File: config.mk
export PLATFORM = sky130hd
export DESIGN_NAME = rng_harvest
export DESIGN_NICKNAME = d
export VERILOG_FILES = /design/src/rtl/rng_harvest_pkg.sv /design/src/rtl/rng_pacer.sv /design/src/rtl/rng_reducer.sv /design/src/rtl/rng_unbias.sv /design/src/rtl/rng_collect.sv /design/src/rtl/rng_harvest.sv
export SDC_FILE = /design/constraint.sdc
export NUM_CORES = 1
export LEC_CHECK = 0
export ABC_AREA = 1
export CAP_MARGIN = 20
export CORE_MARGIN = 3
export CORE_UTILIZATION = 53
export CTS_CLUSTER_SIZE = 25
export DETAILED_ROUTE_END_ITERATION = 12
export PLACE_DENSITY = 0.79
export SLEW_MARGIN = 40
export SYNTH_ARGS = -nofsm -noshare
export SYNTH_HDL_FRONTEND = slang
export SYNTH_HIERARCHICAL = 1
export SYNTH_SLANG_ARGS = --single-unit
File: constraint.sdc
create_clock -name clk -period 1.7 [get_ports clk]
set_input_delay 0.255 -clock clk [delete_from_list [all_inputs] [get_ports clk]]
set_output_delay 0.255 -clock clk [all_outputs]
set_load 0.02 [all_outputs]
File: src/rtl/rng_harvest_pkg.sv
package rng_harvest_pkg;

    localparam int DIV_W_DEF  = 8;
    localparam int WORD_W_DEF = 32;

    // one stream element: strobe plus data bit
    typedef struct packed {
        logic stb;
        logic val;
    } tap_t;

    typedef enum logic {
        PAIR_EMPTY = 1'b0,
        PAIR_HALF  = 1'b1
    } pair_st_e;

    // a pair yields output only when its two bits differ
    function automatic logic pair_emits(logic older, logic newer);
        return older ^ newer;
    endfunction

endpackage

File: src/rtl/rng_pacer.sv
module rng_pacer
    import rng_harvest_pkg::*;
#(
    parameter int DIV_W = DIV_W_DEF
) (
    input  logic             clk,
    input  logic             rst,
    input  logic             enable,
    input  logic             raw_bit,
    input  logic [DIV_W-1:0] samp_div,
    output tap_t             samp
);

    logic [DIV_W-1:0] div_cnt;
    logic             tick;

    assign tick = (div_cnt == samp_div);

    always_ff @(posedge clk) begin
        if (rst || !enable) begin
            div_cnt <= '0;
            samp    <= '0;
        end else begin
            samp.stb <= tick;
            if (tick) begin
                samp.val <= raw_bit;
                div_cnt  <= '0;
            end else begin
                div_cnt  <= div_cnt + 1'b1;
            end
        end
    end

endmodule

File: src/rtl/rng_reducer.sv
module rng_reducer
    import rng_harvest_pkg::*;
#(
    parameter int DIV_W = DIV_W_DEF
) (
    input  logic             clk,
    input  logic             rst,
    input  logic             enable,
    input  tap_t             samp,
    input  logic [DIV_W-1:0] red_div,
    input  logic [DIV_W-1:0] warm_cnt,
    output tap_t             red,
    output logic             init_pulse
);

    logic [DIV_W-1:0] drop_cnt;
    logic [DIV_W-1:0] grp_cnt;
    logic             warm_done;
    logic             acc;
    logic             grp_last;
    logic             folded;

    assign grp_last = (grp_cnt == red_div);
    assign folded   = acc ^ samp.val;

    always_ff @(posedge clk) begin
        if (rst || !enable) begin
            drop_cnt   <= '0;
            grp_cnt    <= '0;
            warm_done  <= 1'b0;
            acc        <= 1'b0;
            red        <= '0;
            init_pulse <= 1'b0;
        end else begin
            red.stb    <= 1'b0;
            init_pulse <= 1'b0;
            if (samp.stb) begin
                if (!warm_done) begin
                    if (drop_cnt == warm_cnt) begin
                        warm_done  <= 1'b1;
                        init_pulse <= 1'b1;
                    end else begin
                        drop_cnt <= drop_cnt + 1'b1;
                    end
                end else if (grp_last) begin
                    red.stb <= 1'b1;
                    red.val <= folded;
                    acc     <= 1'b0;
                    grp_cnt <= '0;
                end else begin
                    acc     <= folded;
                    grp_cnt <= grp_cnt + 1'b1;
                end
            end
        end
    end

endmodule

File: src/rtl/rng_unbias.sv
module rng_unbias
    import rng_harvest_pkg::*;
(
    input  logic clk,
    input  logic rst,
    input  logic enable,
    input  logic unbias_en,
    input  tap_t red,
    output tap_t corr
);

    pair_st_e pair_st;
    logic     older;

    always_ff @(posedge clk) begin
        if (rst || !enable) begin
            pair_st <= PAIR_EMPTY;
            older   <= 1'b0;
            corr    <= '0;
        end else begin
            corr.stb <= 1'b0;
            if (red.stb) begin
                if (!unbias_en) begin
                    corr.stb <= 1'b1;
                    corr.val <= red.val;
                    pair_st  <= PAIR_EMPTY;
                end else begin
                    case (pair_st)
                        PAIR_EMPTY: begin
                            older   <= red.val;
                            pair_st <= PAIR_HALF;
                        end
                        default: begin
                            pair_st <= PAIR_EMPTY;
                            if (pair_emits(older, red.val)) begin
                                corr.stb <= 1'b1;
                                corr.val <= older;
                            end
                        end
                    endcase
                end
            end
        end
    end

endmodule

File: src/rtl/rng_collect.sv
module rng_collect
    import rng_harvest_pkg::*;
#(
    parameter int WORD_W = WORD_W_DEF
) (
    input  logic              clk,
    input  logic              rst,
    input  logic              enable,
    input  tap_t              corr,
    input  logic              word_read,
    output logic [WORD_W-1:0] result,
    output logic              result_valid,
    output logic              ready_pulse
);

    localparam int              CNT_W    = $clog2(WORD_W);
    localparam logic [CNT_W-1:0] LAST_CNT = CNT_W'(WORD_W - 1);

    logic [WORD_W-1:0] shreg;
    logic [WORD_W-1:0] word_next;
    logic [CNT_W-1:0]  bit_cnt;

    assign word_next = {shreg[WORD_W-2:0], corr.val};

    always_ff @(posedge clk) begin
        if (rst) begin
            shreg        <= '0;
            bit_cnt      <= '0;
            result       <= '0;
            result_valid <= 1'b0;
            ready_pulse  <= 1'b0;
        end else begin
            ready_pulse <= 1'b0;
            if (word_read) begin
                result_valid <= 1'b0;
            end
            if (!enable) begin
                bit_cnt <= '0;
            end else if (corr.stb) begin
                shreg <= word_next;
                if (bit_cnt == LAST_CNT) begin
                    bit_cnt      <= '0;
                    result       <= word_next;
                    result_valid <= 1'b1;
                    ready_pulse  <= 1'b1;
                end else begin
                    bit_cnt <= bit_cnt + 1'b1;
                end
            end
        end
    end

endmodule

File: src/rtl/rng_harvest.sv
module rng_harvest
    import rng_harvest_pkg::*;
#(
    parameter int DIV_W  = DIV_W_DEF,
    parameter int WORD_W = WORD_W_DEF
) (
    input  logic              clk,
    input  logic              rst,
    input  logic              enable,
    input  logic              raw_bit,
    input  logic [DIV_W-1:0]  samp_div,
    input  logic [DIV_W-1:0]  red_div,
    input  logic [DIV_W-1:0]  warm_cnt,
    input  logic              unbias_en,
    input  logic              word_read,
    output logic [WORD_W-1:0] result,
    output logic              result_valid,
    output logic              ready_pulse,
    output logic              init_pulse,
    output logic              samp_stb,
    output logic              samp_bit,
    output logic              red_stb,
    output logic              red_bit,
    output logic              corr_stb,
    output logic              corr_bit
);

    tap_t samp_t;
    tap_t red_t;
    tap_t corr_t;

    rng_pacer #(.DIV_W(DIV_W)) u_pacer (
        .clk      (clk),
        .rst      (rst),
        .enable   (enable),
        .raw_bit  (raw_bit),
        .samp_div (samp_div),
        .samp     (samp_t)
    );

    rng_reducer #(.DIV_W(DIV_W)) u_reducer (
        .clk        (clk),
        .rst        (rst),
        .enable     (enable),
        .samp       (samp_t),
        .red_div    (red_div),
        .warm_cnt   (warm_cnt),
        .red        (red_t),
        .init_pulse (init_pulse)
    );

    rng_unbias u_unbias (
        .clk       (clk),
        .rst       (rst),
        .enable    (enable),
        .unbias_en (unbias_en),
        .red       (red_t),
        .corr      (corr_t)
    );

    rng_collect #(.WORD_W(WORD_W)) u_collect (
        .clk          (clk),
        .rst          (rst),
        .enable       (enable),
        .corr         (corr_t),
        .word_read    (word_read),
        .result       (result),
        .result_valid (result_valid),
        .ready_pulse  (ready_pulse)
    );

    assign samp_stb = samp_t.stb;
    assign samp_bit = samp_t.val;
    assign red_stb  = red_t.stb;
    assign red_bit  = red_t.val;
    assign corr_stb = corr_t.stb;
    assign corr_bit = corr_t.val;

endmodule

==> out/metrics.yaml <==
status: "completed"
grt_util_all_layers_pct: 19.0
finalCriticalPeriod_ns: 1.64
drt-total-wl_um: 9460
ys.flop_type: "dfxtp_1"
path_cells: "clkdlybuf4s50_1"
crit_fanout: 2
cp-end-kind: "output port"
ioPinCount: 71
ys_types: 33
required_ns: 1.44
syn_nets: 623
met3_length_um: 422
clockBufferDepth: 2
ant_nets: 0
p_seq_share_pct: 58.5
ir_worst_vdd_mv: 0.487
power.switching_mw: 0.964
diodes: 0
initial_core_util_pct: 56.3
dp_hpwl_um: 6500
ys_seq_elements: 105
maxUsedRoutingLayer: "met4"
grt_overflow: 0
die-area_um2: 9560
tightest_slew_ns: 0.442
finalSetupViolations: 0
synthCells: 587
hold_buffers: 0
power_density_nw_per_um2: 751
portBuffers: 70
critPathKind: "reg2out"
routabilityCongestion: 0.813
drt_first_iter_violations: 227
wl_per_cell_um: 12.3
cts_tree: "built"
nNetsFinal: 700
synthArstFlopShare_pct: 0
cts_buffers: 9
antenna_found_initial: 0
synth_area_leaders: "dfxtp_1 (47%), nand2_1 (13%), a21oi_1 (5.9%), inv_1 (4.7%), nor2_1 (4.6%)"
multi_input_area_um2: 2050
crit_buf_inv: 1
core.rowCount: 32
die_width_um: 97.8
skew_ns: 0.0129
die_height_um: 97.8
ys_seq_area_share_pct: 47.1
syn_avg_cell_area_um2: 7.60
cp_top_family: "buffers and inverters"
drv_cap: 0
clock_sinks: 105
grt_pass1_vias: 3528
comb_power_share_pct: 4.8
timing.final.crit_share_pct: 96.2
grt_max_degree: 34
startpoint_type: "flip-flop"
grt_pass1_wl_um: 15200
fmax_ghz: 0.611
post-place-ws_ns: -0.0553
wl_met1_um: 4260
yosysTopAreaCellShare_pct: 47.1
cts_root_buf: "clkbuf_8"
p_leak_nw: 2.17
sw_frac_of_total_pct: 22.9
min_path_type: "reg2reg"
clk_pin_slew_ns: 0.10
cts_htree_levels: 3
hold_violations: 0
synth_common_cells: "nand2_1 (157), dfxtp_1 (105), inv_1 (56), nor2_1 (55), a21oi_1 (53)"
yosysWarnings: 6
final_util_pct: 70.8
slowest_delay_ns: 0.63
rsz0062_at_grt: "false"
synth.most_common_cell: "nand2_1"
stdcell_count: 771
slowest_stage: "clkdlybuf4s50_1"
p_int_mw: 3.25
vias_per_cell: 5.06
synth-edff-count: 0
max-slew-margin-rel_pct: 70.5
final_max_slew_viol_count: 0
nFillCells: 623
syn_to_final_growth_pct: 25.7
core_area_um2: 7930
placedCellCount: 751
arrival_ns: 1.38
wl_met2_um: 4640
drc: 0
pwr-share-clk_pct: 36.8
syn-cell-area_um2: 4460
setup_ws_ns: 0.0647
drive_gt1_share_pct: 9.12
yosys.area.top_type: "dfxtp_1"
first_pass_iters: 5
clk_latency_ns: 0.37
vias: 3904
seq_area_um2: 2100
## cells by family (layout without fill, tap and decap cells)
group | Yosys count | after routing | synth area share, %
adders and majority gates | 6 | 6 | 1.68
muxes | 1 | 1 | 0.224
xor gates and xnor gates | 30 | 30 | 5.89
AOI/OAI and AO/OA | 91 | 91 | 10.6
DFF | 105 | 105 | 47.1
buffers and inverters | 78 | 160 | 7.37
and+or+nand+nor | 276 | 276 | 27.1
## registers in the layout, summed over array words and instances, names as in the netlist
register / count
u_collect/result: 32
u_collect/shreg: 31
u_pacer/div_cnt: 8
u_reducer/drop_cnt: 8
u_reducer/grp_cnt: 8
u_collect/bit_cnt: 5
u_pacer/samp: 2
u_reducer/red: 2
u_unbias/corr: 2
u_collect/ready_pulse: 1
u_collect/result_valid: 1
u_reducer/acc: 1
u_reducer/init_pulse: 1
u_reducer/warm_done: 1
u_unbias/older: 1
u_unbias/pair_st: 1
## cell usage in the layout (no fill, tap or decap), types with 3 or more instances in the layout
master | synthesis | layout
clkbuf_8 | 0 | 9
nand2_2 | 3 | 3
nor2_1 | 55 | 55
nor3_1 | 3 | 3
nor2_2 | 5 | 4
clkdlybuf4s50_1 | 0 | 66
buf_4 | 2 | 10
nand4_1 | 7 | 7
a21oi_2 | 3 | 3
dfxtp_1 | 105 | 103
o21ai_1 | 9 | 9
xor2_1 | 12 | 12
a21oi_1 | 53 | 53
nand3_1 | 32 | 32
inv_1 | 56 | 56
nand2_1 | 157 | 156
nand2_4 | 5 | 6
nand3_2 | 3 | 3
buf_12 | 0 | 4
o21ai_0 | 24 | 24
xnor2_1 | 18 | 18
ha_1 | 6 | 4
## power groups by stage
stage	combinational (mW)	clock [mW]	sequential (mW)
finish	0.201	1.55	2.46
global route	0.224	1.68	2.46
CTS	0.202	1.58	2.46
detailed placement	0.201	0	2.52
global placement	0.195	0	2.52
floorplan	0.0976	0	2.52
## metrics by stage
stage                     TNS [ns]  instance area (um2)  hold WS, ns  total power, mW
after floorplan                  0                 4460        0.334             2.62
after global routing             0                 5610        0.478             4.37
after global placement           0                 5310        0.450             2.72
final                            0                 5610        0.467             4.21
after CTS                        0                 5510        0.467             4.24
after detailed placement    -0.339                 5310        0.454             2.72
## area by class of cell
| class | count | share of cell area (%) |
|---|---|---|
| repair buffers | 87 | 16.4 |
| clock inverters | 6 | 1.20 |
| flip-flops and latches | 105 | 37.5 |
| well taps | 102 | 2.28 |
| clock buffers | 10 | 2.28 |
| multi-input cells | 404 | 36.5 |
| inverters | 57 | 3.81 |
## worst register-to-register path, cell delays in order, from the launching register on
cell and delay [ns]:
dfxtp_2 0.36, ha_2 0.19, and3_1 0.16, ha_2 0.19, inv_1 0.07, nor2_4 0.10
buf_12 0.14, clkbuf_16 0.14, nand2_1 0.06, a21oi_1 0.12
## final timing paths
path | startpoint | to | slack, ns | depth (start not counted)
max | u_unbias/corr[0] | corr_bit | 0.06 | 1
max reg2reg | u_collect/bit_cnt[0] | u_collect/result[22] | 0.13 | 9
min reg2reg | u_collect/result[25] | u_collect/result[25] | 0.47 | 2
min | u_collect/result[25] | u_collect/result[25] | 0.47 | 2
## layer usage
layer	up-vias	track usage, %
met3	12	4.21
li1	2020	-
met2	89	32.9
met4	0	6.28
met5	-	0
met1	1783	23.3
## what timing repair did
action	in CTS	in global routing
endpoints found under the setup margin	13	35
gates resized for setup	3	8
pin swaps	0	1
cloned	0	3
setup buffers	0	1
No activity file was read; power rests on OpenSTA's default activity.
